$ cat src/rtl/hs_coproc_pkg.sv
package hs_coproc_pkg;

  typedef enum logic [1:0] {
    HS_OP_ADD = 2'd0,
    HS_OP_SUB = 2'd1,
    HS_OP_XOR = 2'd2
  } hs_op_e;

  typedef enum logic [2:0] {
    ST_TAKE_A  = 3'd0,
    ST_TAKE_B  = 3'd1,
    ST_CALC    = 3'd2,
    ST_GIVE_HI = 3'd3,
    ST_GIVE_LO = 3'd4
  } hs_state_e;

  function automatic logic [31:0] hs_ref_op(input hs_op_e op,
                                            input logic [31:0] x,
                                            input logic [31:0] y);
    case (op)
      HS_OP_SUB: return x - y;
      HS_OP_XOR: return x ^ y;
      default:   return x + y;
    endcase
  endfunction

endpackage

$ cat src/rtl/hs_coproc_ctrl.sv
module hs_coproc_ctrl
  import hs_coproc_pkg::*;
#(
  parameter int unsigned COMPUTE_CYCLES = 3
) (
  input  logic clk,
  input  logic rst,
  input  logic ack_in,
  output logic req_out,
  output logic cap_a,
  output logic cap_b,
  output logic load_res,
  output logic show_res
);

  localparam int unsigned CNT_W = $clog2(COMPUTE_CYCLES + 2);

  hs_state_e        st, st_nx;
  logic [CNT_W-1:0] cnt, cnt_nx;
  logic             req_nx;

  always_comb begin
    st_nx    = st;
    cnt_nx   = cnt;
    req_nx   = req_out;
    cap_a    = 1'b0;
    cap_b    = 1'b0;
    load_res = 1'b0;
    case (st)
      ST_TAKE_A: if (ack_in) begin
        cap_a  = 1'b1;
        req_nx = 1'b1;
        st_nx  = ST_TAKE_B;
      end
      ST_TAKE_B: if (!ack_in) begin
        cap_b  = 1'b1;
        req_nx = 1'b0;
        cnt_nx = CNT_W'(COMPUTE_CYCLES);
        st_nx  = ST_CALC;
      end
      ST_CALC: begin
        if (cnt == '0) begin
          load_res = 1'b1;
          st_nx    = ST_GIVE_HI;
        end else begin
          cnt_nx = cnt - 1'b1;
        end
      end
      ST_GIVE_HI: if (ack_in) begin
        req_nx = 1'b1;
        st_nx  = ST_GIVE_LO;
      end
      ST_GIVE_LO: if (!ack_in) begin
        req_nx = 1'b0;
        st_nx  = ST_TAKE_A;
      end
      default: st_nx = ST_TAKE_A;
    endcase
  end

  always_ff @(posedge clk) begin
    if (rst) begin
      st      <= ST_TAKE_A;
      cnt     <= '0;
      req_out <= 1'b0;
    end else begin
      st      <= st_nx;
      cnt     <= cnt_nx;
      req_out <= req_nx;
    end
  end

  assign show_res = (st == ST_GIVE_HI) || (st == ST_GIVE_LO);

endmodule

$ cat src/rtl/hs_coproc_datapath.sv
module hs_coproc_datapath
  import hs_coproc_pkg::*;
#(
  parameter int unsigned W  = 32,
  parameter hs_op_e      OP = HS_OP_ADD
) (
  input  logic         clk,
  input  logic         rst,
  input  logic [W-1:0] data_in,
  input  logic         cap_a,
  input  logic         cap_b,
  input  logic         load_res,
  input  logic         show_res,
  output logic [W-1:0] data_out
);

  logic [W-1:0] opnd_a, opnd_b, res_q, func_out;

  generate
    if (OP == HS_OP_SUB) begin : g_sub
      assign func_out = opnd_a - opnd_b;
    end else if (OP == HS_OP_XOR) begin : g_xor
      assign func_out = opnd_a ^ opnd_b;
    end else begin : g_add
      assign func_out = opnd_a + opnd_b;
    end
  endgenerate

  always_ff @(posedge clk) begin
    if (rst) begin
      opnd_a <= '0;
      opnd_b <= '0;
      res_q  <= '0;
    end else begin
      if (cap_a)    opnd_a <= data_in;
      if (cap_b)    opnd_b <= data_in;
      if (load_res) res_q  <= func_out;
    end
  end

  assign data_out = show_res ? res_q : '0;

endmodule

$ cat src/rtl/hs_coproc_slave.sv
module hs_coproc_slave
  import hs_coproc_pkg::*;
#(
  parameter int unsigned W              = 32,
  parameter int unsigned COMPUTE_CYCLES = 3,
  parameter hs_op_e      OP             = HS_OP_ADD
) (
  input  logic         clk,
  input  logic         rst,
  input  logic [W-1:0] data_in,
  output logic [W-1:0] data_out,
  input  logic         ack_in,
  output logic         req_out
);

  logic cap_a, cap_b, load_res, show_res;

  hs_coproc_ctrl #(.COMPUTE_CYCLES(COMPUTE_CYCLES)) u_ctrl (
    .clk      (clk),
    .rst      (rst),
    .ack_in   (ack_in),
    .req_out  (req_out),
    .cap_a    (cap_a),
    .cap_b    (cap_b),
    .load_res (load_res),
    .show_res (show_res)
  );

  hs_coproc_datapath #(.W(W), .OP(OP)) u_dp (
    .clk      (clk),
    .rst      (rst),
    .data_in  (data_in),
    .cap_a    (cap_a),
    .cap_b    (cap_b),
    .load_res (load_res),
    .show_res (show_res),
    .data_out (data_out)
  );

endmodule

$ cat config.mk
export PLATFORM = sky130hd
export DESIGN_NAME = hs_coproc_slave
export DESIGN_NICKNAME = d
export VERILOG_FILES = /design/src/rtl/hs_coproc_pkg.sv /design/src/rtl/hs_coproc_ctrl.sv /design/src/rtl/hs_coproc_datapath.sv /design/src/rtl/hs_coproc_slave.sv
export SDC_FILE = /design/constraint.sdc
export NUM_CORES = 1
export LEC_CHECK = 0
export CORE_ASPECT_RATIO = 0.6
export CORE_UTILIZATION = 45
export DETAILED_ROUTE_END_ITERATION = 7
export PLACE_DENSITY = 0.79
export SLEW_MARGIN = 10
export SYNTH_ARGS = -nofsm -noshare
export SYNTH_HDL_FRONTEND = slang
export SYNTH_SLANG_ARGS = --single-unit
$ cat constraint.sdc
create_clock -name clk -period 5.8 [get_ports clk]
set_clock_uncertainty 0.1 [all_clocks]
set_input_delay 1.45 -clock clk [delete_from_list [all_inputs] [get_ports clk]]
set_output_delay 1.45 -clock clk [all_outputs]
set_load 0.005 [all_outputs]
* After elaboration in Yosys (flattened, before gate mapping)
Cells that the tools add are included.
Cells by class: add/sub/neg operators 2, eq/ne operators 12, multiplexer cells 19, reduce and logical (&&, ||, !) cells 10
Operator list (count):
- adder 32 bit | 1
- 2-to-1 mux 32 bit | 1
- 2-to-1 mux 3 bit | 7
- one-hot mux 3 bit (5 select lines) | 1
- inequality test 2 bit, second input constant | 6
- 2-to-1 mux 1 bit | 8
- equality test 3 x 2 -> 1 bit, second input constant | 2
- zero test 3 bit | 2
- one-hot mux 3 bit (2 select lines) | 1
- AND reduction 3 bit | 2
- AND reduction 5 bit | 1
- inequality test 2 x 1 -> 1 bit, second input constant | 2
- nonzero test 2 bit | 2
- OR reduction 2 bit | 2
- equality test 3 x 1 -> 1 bit, second input constant | 1
- equality test 3 bit, second input constant | 1
- subtractor 3 x 1 -> 3 bit, second input constant | 1
- one-hot mux 1 bit (2 select lines) | 1
- logical OR 1 bit | 1
Storage, ports and cells: flip-flop bits (word level) 103, input port bits 35, output and inout bits 33, word-level logic and storage cells 49

* Longest topological paths before layout
Gate-level depths: netlist (run 1).
word-level depth 4, mapped depth 9, depth with buffers taken out 9

* Hierarchy
From an unflattened synthesis (run 1), not the netlist that was laid out.
Unflattened totals: cells, all modules 671, area, all modules 5771.8 sq um
Modules (own cells, without submodules):
- hs_coproc_datapath | times used 1, cells each 622, area each 5361.4 sq um, sequential area each 1921.8 sq um
- hs_coproc_ctrl | times used 1, cells each 49, area each 410.4 sq um, sequential area each 140.1 sq um

* Least setup slack after synthesis (run 1)
Ideal clock, no wire load.
kind register to output, start point reg u_ctrl.st[1], end point out data_out[10], data arrival time 1354 ps, required time 4250 ps, path slack 2896 ps, stages on the path, launching flop included 6, path buffers 2, cell sequence dfxtp_1 clkbuf_1 nand2_1 o21ai_0 clkbuf_1 and2_1
Between the ends: cells in the longest elaborated chain, start to end 3, elaborated cells between the ends (all ways) 4, those cells by class eq/ne (2); mux (1); reduce/logical (1)
Ends and longest elaborated chain:
- from (decl) | RTL line hs_coproc_ctrl.sv:18 | hs_state_e st, st_nx;
- from (signal assigned) | RTL line hs_coproc_ctrl.sv:67 | st <= st_nx;
- equality test 3 x 2 -> 1 bit or equality test 3 bit (tied branches) | RTL line hs_coproc_ctrl.sv:73 | assign show_res = (st == ST_GIVE_HI) || (st == ST_GIVE_LO);
- logical OR 1 bit * | RTL line hs_coproc_ctrl.sv:73
- 2-to-1 mux 32 bit * | RTL line hs_coproc_datapath.sv:41 | assign data_out = show_res ? res_q : '0;
- to (decl) | RTL line hs_coproc_slave.sv:11 | output logic [W-1:0] data_out,
Mark *: on every way between the ends. The rest lies on a longest branch, timed or not.

* Final worst setup path (run 1)
start point reg u_ctrl.st[1], end point out data_out[5]
The elaborated chain is that of the path after synthesis.

==> metrics.csv, run 1 <==
metric,value,unit
finalSetupViolations,0,
cp_slowest_cell,dfxtp_1,
timing.hold.worst_path_depth,2,
via_per_inst,5.54,
r2r_end,u_dp.res_q[20]$_SDFFE_PP0P_,
routed_wl,14.7,mm
hold_end,u_dp.res_q[22]$_SDFFE_PP0P_,
synth_warnings,0,
fp.dieH,88.7,microns
fin_hold_ws,0.348,ns
wire_per_inst,15.4,microns
fin_area,6730,sq um
power_switching,452,uW
area.sequential,2060,sq um
num_io_pins,68,
endpoint_kind,output port,
syn_area,5640,sq um
dp.cells,935,
cts_buffers,9,
startpoint_type,flip-flop,
grt_pass1_wl,24.1,mm
ys_types,58,
path_cells,nand2_1 > o21ai_1 > buf_4 > and2_1 > clkdlybuf4s50_1,
status,finished clean,
crit_fanout,31,
drt-pass1-iter-count,5,
max_freq,0.262,GHz
worstMarginPinSlew,1.18,ns
finalSetupTns,0,ns
ys_async_sr_fraction,0,%
ir_drop,0.135,mV
period_minus_slack,3.82,ns
fillers,1160,
root_buffer,clkbuf_16,
grt_usage,23.5,%
synth_top_area_share,36.6,%
nets,850,
yosys_register_bits,103,
die_w,147,microns
maxCapViolations,0,
synth_nets,810,
pwr-share-seq,45.6,%
portBuffers,67,
power.share.switching,26.6,%
clkSlewWorstSetupHoldPaths,0.07,ns
multi_input_area,3380,sq um
p_clk_share,39.4,%
grt_max_degree,89,
ant_nets,0,
cts_tree,done,
arrival,2.27,ns
die_area,13000,sq um
grt_pass1_vias,4596,
synth_flop_cell,dfxtp_1,
dp_hpwl,10.8,mm
hold_viol_final,0,
p_int,1.24,mW
r2r_slack,2.98,ns
drc,0,
clock_sinks,103,
required,4.25,ns
relSlewSlack,21.5,%
max_stage_delay,0.56,ns
worstSetupPathType,reg -> out,
post_cts_resized,0,
pwr-share-comb,15.0,%
p_per_area,252,nW/um^2
ys_seq_area_share,36.6,%
stdcell_count,951,
hp-start,u_dp.res_q[22]$_SDFFE_PP0P_,
initial_utilization,46.4,%
coreArea,12100,sq um
rsz0062_at_grt,false,
vias,5266,
grt_antenna_before_repair,0,
synth.top_cells.by_area,"dfxtp_1 (37%), nand2_1 (12%), a21oi_1 (9.8%)",
p_total,1.70,mW
layout-drive-gt1-share,3.82,%
placed_area,6390,sq um
grt-ovfl-total,0,
cts_hold_buf,0,
postSynthAreaPerCell,7.61,sq um
yosysMostFrequentCell,nand2_1,
clockBufferDepth,2,
fp-row-count,31,
drtIter0Drc,430,
reg2reg_from,u_dp.opnd_b[0]$_SDFFE_PP0P_,
finalCritPeriodShare,65.9,%
areaGrowthSynthToFinish,19.3,%
leakage,2.62,nW
synth_common_cells,"nand2_1 (181), a21oi_1 (110), dfxtp_1 (103)",
place.gp.congestion,0.968,
post_cts_buffers,0,
htree_levels,3,
yosysTopAreaCell,dfxtp_1,
antenna_cells,0,
worst-r2r-cell-count,9,
synthCells,741,
drv_slew,0,
synth_edf_count,0,
clock_latency,0.35,ns
hold_path.class,reg -> reg,
[how the worst max path moves through the flow]
stage	end	slack (ns)	cells past startpoint	start
4_1_cts	data_out[5]	1.97	5	u_ctrl.st[1]$_SDFFE_PP0P_
2_1_floorplan	data_out[10]	2.90	5	u_ctrl.st[1]$_SDFFE_PP0P_
3_5_place_dp	u_ctrl.cnt[0]$_SDFFE_PP0P_	1.90	5	ack_in
3_3_place_gp	u_ctrl.cnt[1]$_SDFFE_PP0P_	1.94	5	ack_in
6_report	data_out[5]	1.98	5	u_ctrl.st[1]$_SDFFE_PP0P_
5_1_grt	data_out[4]	1.79	5	u_ctrl.st[1]$_SDFFE_PP0P_
[placed cells by master (no fill, tap or decap), types with 2 or more instances in the layout]
master / count
clkbuf_8: 2
o21a_1: 9
xor2_1: 6
dfxtp_1: 103
inv_1: 6
mux2i_1: 2
o21ai_0: 20
nor2_1: 27
clkbuf_16: 9
a211o_1: 3
clkdlybuf4s50_1: 66
nand4_1: 3
bufinv_16: 2
a32oi_1: 4
or3_1: 5
buf_4: 7
a21oi_1: 110
nor2b_1: 3
a21o_1: 15
nand3b_1: 4
nand2_1: 181
and2_1: 36
nor3_1: 13
nor3b_1: 2
a31oi_1: 9
and3_1: 8
ha_1: 33
a31o_1: 2
nor4b_1: 3
o21ai_1: 5
and4_1: 2
xnor2_1: 9
nand3_1: 25
clkinv_4: 2
o21bai_1: 4
a211oi_1: 12
o211ai_1: 8
[routing by layer]
metal  GRT usage [%]  up-vias  routed length, microns
li1                -     2672                       -
met1            37.5     2354                    7800
met2            30.5      231                    5280
met3            6.34        9                    1510
met4            3.98        0                      74
met5               0        -                       0
[worst max-delay path, delay by kind of cell, from the launching register on]
family	cells	cell delay [ns]
and+or+nand+nor	2	0.27
buffers and inverters	2	0.80
AOI/OAI and AO/OA	1	0.29
DFF	1	0.56
[through the flow]
| stage | utilization (%) | setup slack (ns) |
|---|---|---|
| 2_1_floorplan | - | 2.90 |
| 3_3_place_gp | 52.7 | 1.94 |
| 3_5_place_dp | 52.7 | 1.90 |
| 4_1_cts | 55.4 | 1.97 |
| 5_1_grt | 55.4 | 1.79 |
| 6_report | 55.4 | 1.98 |
[power by group through the flow]
stage | Combinational [mW] | Clock [mW] | Sequential [mW]
5_1_grt | 0.283 | 0.711 | 0.777
3_5_place_dp | 0.249 | 0 | 0.789
2_1_floorplan | 0.173 | 0 | 0.776
4_1_cts | 0.251 | 0.678 | 0.773
3_3_place_gp | 0.245 | 0 | 0.787
6_report | 0.254 | 0.668 | 0.773
[cells by family after synthesis]
| group | count (synthesis) | share of synthesized area (%) |
|---|---|---|
| muxes | 2 | 0.355 |
| buffers and inverters | 52 | 3.64 |
| and+or+nand+nor | 319 | 26.0 |
| AOI/OAI and AO/OA | 216 | 23.4 |
| DFF | 103 | 36.6 |
| xor gates and xnor gates | 15 | 2.33 |
| adders and majority gates | 34 | 7.68 |
[layout make-up]
class / instances / share of cell area (%)
clock buffer: 12 / 3.81
clock inverter: 4 / 1.15
inverter: 7 / 0.391
multi-input combinational: 586 / 50.2
sequential: 103 / 30.7
tap: 165 / 3.07
timing repair buffer: 74 / 10.7
[registers in the layout, indices dropped and copies added (netlist names)]
register / cells
u_ctrl.cnt: 3
u_ctrl.req_out: 1
u_ctrl.st: 3
u_dp.opnd_a: 32
u_dp.opnd_b: 32
u_dp.res_q: 32
No activity file was read; power rests on OpenSTA's default activity.
==> inputs of run 2 (changes only) <==
Settings changed: PLACE_DENSITY 0.79 to 0.81.
Clock period 5.8 ns to 3.51 ns, I/O delays scaled along.
==> metrics.csv, run 2 (synthesized netlist as in run 1, its figures left out) <==
metric,value,unit,change
status,finished clean,,
reg2reg_from,u_dp.opnd_b[0]$_SDFFE_PP0P_,,
antenna_cells,0,,unchanged
grt_pass1_vias,4471,,-2.7%
arrival,2.23,ns,-0.04 ns
maxCapViolations,0,,unchanged
endpoint_kind,output port,,
rsz0062_at_grt,false,,
finalSetupTns,0,ns,unchanged
dp_hpwl,10.8,mm,-0.56%
root_buffer,clkbuf_16,,
cts_buffers,9,,unchanged
ir_drop,0.230,mV,+70%
required,2.53,ns,-1.72 ns
nets,854,,+0.47%
period_minus_slack,3.21,ns,
crit_fanout,30,,-3.2%
most-common-layout-cells,"nand2_1 (181), a21oi_1 (110), dfxtp_1 (103)",,
layout-drive-gt1-share,4.43,%,+0.61 points
hold_viol_final,0,,unchanged
post_cts_resized,0,,unchanged
timing.hold.worst_path_depth,2,,unchanged
drt-pass1-iter-count,5,,unchanged
vias,5395,,+2.4%
startpoint_type,flip-flop,,
areaGrowthSynthToFinish,20.1,%,
worstMarginPinSlew,1.06,ns,-0.120 ns
drv_slew,0,,unchanged
grt_antenna_before_repair,0,,unchanged
worst-r2r-cell-count,9,,unchanged
r2r_end,u_dp.res_q[20]$_SDFFE_PP0P_,,
die_w,147,microns,unchanged
biggestRegsByFlops,"u_dp.opnd_a x32, u_dp.opnd_b x32, u_dp.res_q x32",,
final_common_cell,nand2_1,,
via_per_inst,5.65,,+2.0%
clkSlewWorstSetupHoldPaths,0.07,ns,about the same
fp.dieH,88.7,microns,unchanged
htree_levels,3,,unchanged
grt-ovfl-total,0,,unchanged
drtIter0Drc,583,,+36%
relSlewSlack,29.5,%,+8.0 points
num_io_pins,68,,unchanged
grt_max_degree,103,,+16%
place.gp.congestion,0.945,,-2.4%
die_area,13000,sq um,unchanged
fp-row-count,31,,unchanged
max_freq,0.312,GHz,
portBuffers,67,,unchanged
clock_sinks,103,,unchanged
initial_utilization,46.4,%,unchanged
clock_latency,0.35,ns,about the same
cts_hold_buf,0,,unchanged
coreArea,12100,sq um,unchanged
worstSetupPathType,reg -> out,,
clockBufferDepth,2,,unchanged
hold_end,u_dp.res_q[8]$_SDFFE_PP0P_,,
drc,0,,unchanged
ant_nets,0,,unchanged
grt_usage,23.3,%,-0.23 points
wire_per_inst,15.6,microns,+1.2%
post_cts_buffers,0,,unchanged
cts_tree,done,,
place_ws,0.680,ns,-1.22 ns
routed_wl,14.9,mm,+1.6%
r2r_slack,0.67,ns,-2.31 ns
hp-start,u_dp.res_q[8]$_SDFFE_PP0P_,,
fin_ws,0.300,ns,-1.68 ns
hold_path.class,reg -> reg,,
p_per_area,425,nW/um^2,+69%
grt_pass1_wl,23.9,mm,-0.86%
finalCritPeriodShare,91.5,%,
fillers,1126,,-2.9%
leakage,2.65,nW,+0.99%
finalSetupViolations,0,,unchanged
run 2: power breakdown:
group / switching (mW) / internal (mW) / total [mW]
combinational: 0.268 / 0.162 / 0.430
sequential: 0.0439 / 1.23 / 1.27
clock: 0.469 / 0.706 / 1.18
total: 0.781 / 2.10 / 2.88
run 2: critical path, cell delays in order (launching register included):
cell,delay [ns]
dfxtp_1,0.55
nand2_1,0.09
o21ai_1,0.30
buf_4,0.29
and2_1,0.16
clkdlybuf4s50_1,0.49
run 2: layout make-up:
cell class	instances	area, sq um	area share, %
inverter	7	26.3	0.388
clock buffer	9	225	3.33
sequential	103	2060	30.4
multi-input combinational	586	3380	49.9
tap	165	206	3.05
clock inverter	7	125	1.85
timing repair buffer	78	748	11.0
run 2: how the worst max path moves through the flow:
stage                                            from                            to  slack (ns)  cells after the start
after floorplan           u_dp.opnd_b[0]$_SDFFE_PP0P_   u_dp.res_q[28]$_SDFFE_PP0P_        1.11                      9
after global placement                         ack_in    u_ctrl.cnt[0]$_SDFFE_PP0P_        0.69                      6
after detailed placement                       ack_in  u_dp.opnd_a[19]$_SDFFE_PP0P_        0.68                      6
after CTS                   u_ctrl.st[1]$_SDFFE_PP0P_                  data_out[14]        0.32                      5
after global routing        u_ctrl.st[1]$_SDFFE_PP0P_                  data_out[18]        0.17                      5
final                       u_ctrl.st[1]$_SDFFE_PP0P_                  data_out[25]        0.30                      5
run 2: per-layer routing:
metal | global-route usage, % | up-vias | wire [microns]
li1 | - | 2683 | -
met1 | 37.6 | 2448 | 7850
met2 | 30.0 | 252 | 5440
met3 | 5.36 | 12 | 1500
met4 | 4.73 | 0 | 103
met5 | 0 | - | 0
run 2: through the flow:
stage,hold WS (ns),util (%),instances,area (sq um),total power [mW]
CTS,0.349,55.8,955,6770,2.88
finish,0.345,55.8,955,6770,2.88
detailed placement,0.340,52.9,939,6420,1.72
floorplan,0.327,-,741,5640,1.57
global placement,0.340,52.9,939,6420,1.71
global route,0.363,55.8,955,6770,2.98
==> inputs of run 3 (changes only) <==
Settings changed: GPL_ROUTABILITY_DRIVEN from default to 0.
==> metrics.csv, run 3 (synthesized netlist as in run 1, its figures left out) <==
metric,value,unit,change
drt-pass1-iter-count,5,,unchanged
grt_pass1_vias,4575,,+2.3%
grt_antenna_before_repair,1,,+1
initial_utilization,46.4,%,unchanged
p_per_area,400,nW/um^2,-6.0%
required,2.53,ns,about the same
p_total,2.69,mW,-6.7%
worstSetupPathType,reg -> out,,
layout-drive-gt1-share,4.55,%,+0.12 points
cts_hold_buf,0,,unchanged
drv_slew,0,,unchanged
grt_usage,23.6,%,+0.27 points
fin_hold_ws,0.351,ns,+0.00633 ns
rsz0062_at_grt,false,,
arrival,2.20,ns,-0.03 ns
finalCritPeriodShare,90.4,%,-1.1 points
post_cts_buffers,0,,unchanged
most-common-layout-cells,"nand2_1 (181), a21oi_1 (110), dfxtp_1 (103)",,
clock_sinks,103,,unchanged
cts_buffers,9,,unchanged
endpoint_kind,output port,,
antenna_cells,0,,unchanged
num_io_pins,68,,unchanged
biggestRegsByFlops,"u_dp.opnd_a x32, u_dp.opnd_b x32, u_dp.res_q x32",,
hold_viol_final,0,,unchanged
dp_hpwl,10.7,mm,-0.55%
drtIter0Drc,524,,-10%
areaGrowthSynthToFinish,19.2,%,
via_per_inst,5.60,,-0.79%
clkSlewWorstSetupHoldPaths,0.07,ns,about the same
grt_pass1_wl,23.9,mm,-0.20%
portBuffers,67,,unchanged
path_cells,nand2_1 > o21ai_1 > buf_4 > and2_1 > clkdlybuf4s50_1,,
die_w,147,microns,unchanged
drc,0,,unchanged
die_area,13000,sq um,unchanged
status,finished clean,,
clockBufferDepth,2,,unchanged
max_freq,0.315,GHz,+1.2%
nets,855,,+0.12%
finalSetupTns,0,ns,unchanged
maxCapViolations,0,,unchanged
vias,5358,,-0.69%
cp_slowest_cell,dfxtp_1,,
final_common_cell,nand2_1,,
fillers,1165,,+3.5%
max_stage_delay,0.55,ns,about the same
wire_per_inst,15.2,microns,-2.3%
grt-ovfl-total,0,,unchanged
cts_tree,done,,
fp-row-count,31,,unchanged
routed_wl,14.6,mm,-2.2%
worstMarginPinSlew,1.03,ns,-0.0235 ns
hold_path.class,reg -> reg,,
placed_area,6430,sq um,+0.12%
fp.dieH,88.7,microns,unchanged
ant_nets,0,,unchanged
crit_fanout,30,,unchanged
grt_max_degree,103,,unchanged
root_buffer,clkbuf_16,,
relSlewSlack,31.1,%,+1.6 points
fin_area,6720,sq um,-0.76%
period_minus_slack,3.17,ns,-0.0372 ns
startpoint_type,flip-flop,,
coreArea,12100,sq um,unchanged
critPathTopFamily,buffers and inverters,,
ir_drop,0.224,mV,-2.4%
htree_levels,3,,unchanged
crit_buf_inv,2,,unchanged
finalSetupViolations,0,,unchanged
clock_latency,0.36,ns,about the same
post_cts_resized,0,,unchanged
leakage,2.62,nW,-0.87%
-- run 3: cell count changes in the layout (fill, tap and decap cells not counted) --
cell        change
clkinv_2        +1
buf_4           +1
bufinv_16       -3
clkinvlp_4      +1
clkinv_4        -1
clkbuf_8        +2
-- run 3: final cells by class --
class                   count  area (sq um)  share of cell area [%]
clock buffers              11           253                    3.76
clock inverters             5          38.8                   0.577
inverters                   7          26.3                   0.391
multi-input cells         586          3380                    50.3
flip-flops and latches    103          2060                    30.7
well taps                 165           206                    3.07
repair buffers             79           756                    11.2
-- run 3: report_power, final --
part	switching, mW	internal [mW]
Sequential	0.0432	1.23
Combinational	0.263	0.162
Clock	0.460	0.526
-- run 3: layer usage --
metal | wire length, microns | vias up | GRT usage [%]
met5 | 0 | - | 0
met1 | 8030 | 2456 | 37.1
met3 | 1160 | 11 | 5.77
met4 | 123 | 0 | 5.97
met2 | 5260 | 200 | 30.8
li1 | - | 2691 | -
-- run 3: worst reg2reg max path, delay by kind of cell (launching register included) --
family,cells,cell delay [ns]
AOI/OAI and AO/OA,5,1.09
adders and majority gates,2,0.68
and+or+nand+nor,2,0.50
DFF,1,0.31
-- run 3: final timing paths --
| path | from | to | slack [ns] | cells past startpoint |
|---|---|---|---|---|
| min | u_dp.res_q[6]$_SDFFE_PP0P_ | u_dp.res_q[6]$_SDFFE_PP0P_ | 0.35 | 2 |
| max | u_ctrl.st[1]$_SDFFE_PP0P_ | data_out[21] | 0.34 | 5 |
| min reg2reg | u_dp.res_q[6]$_SDFFE_PP0P_ | u_dp.res_q[6]$_SDFFE_PP0P_ | 0.35 | 2 |
| max reg2reg | u_dp.opnd_b[0]$_SDFFE_PP0P_ | u_dp.res_q[20]$_SDFFE_PP0P_ | 0.67 | 9 |
-- run 3: metrics by stage --
step	instances	util [%]	worst slack [ns]
global route	956	55.4	0.129
floorplan	741	-	1.11
finish	956	55.4	0.337
detailed placement	940	53.0	0.685
CTS	956	55.4	0.300
global placement	940	53.0	0.693
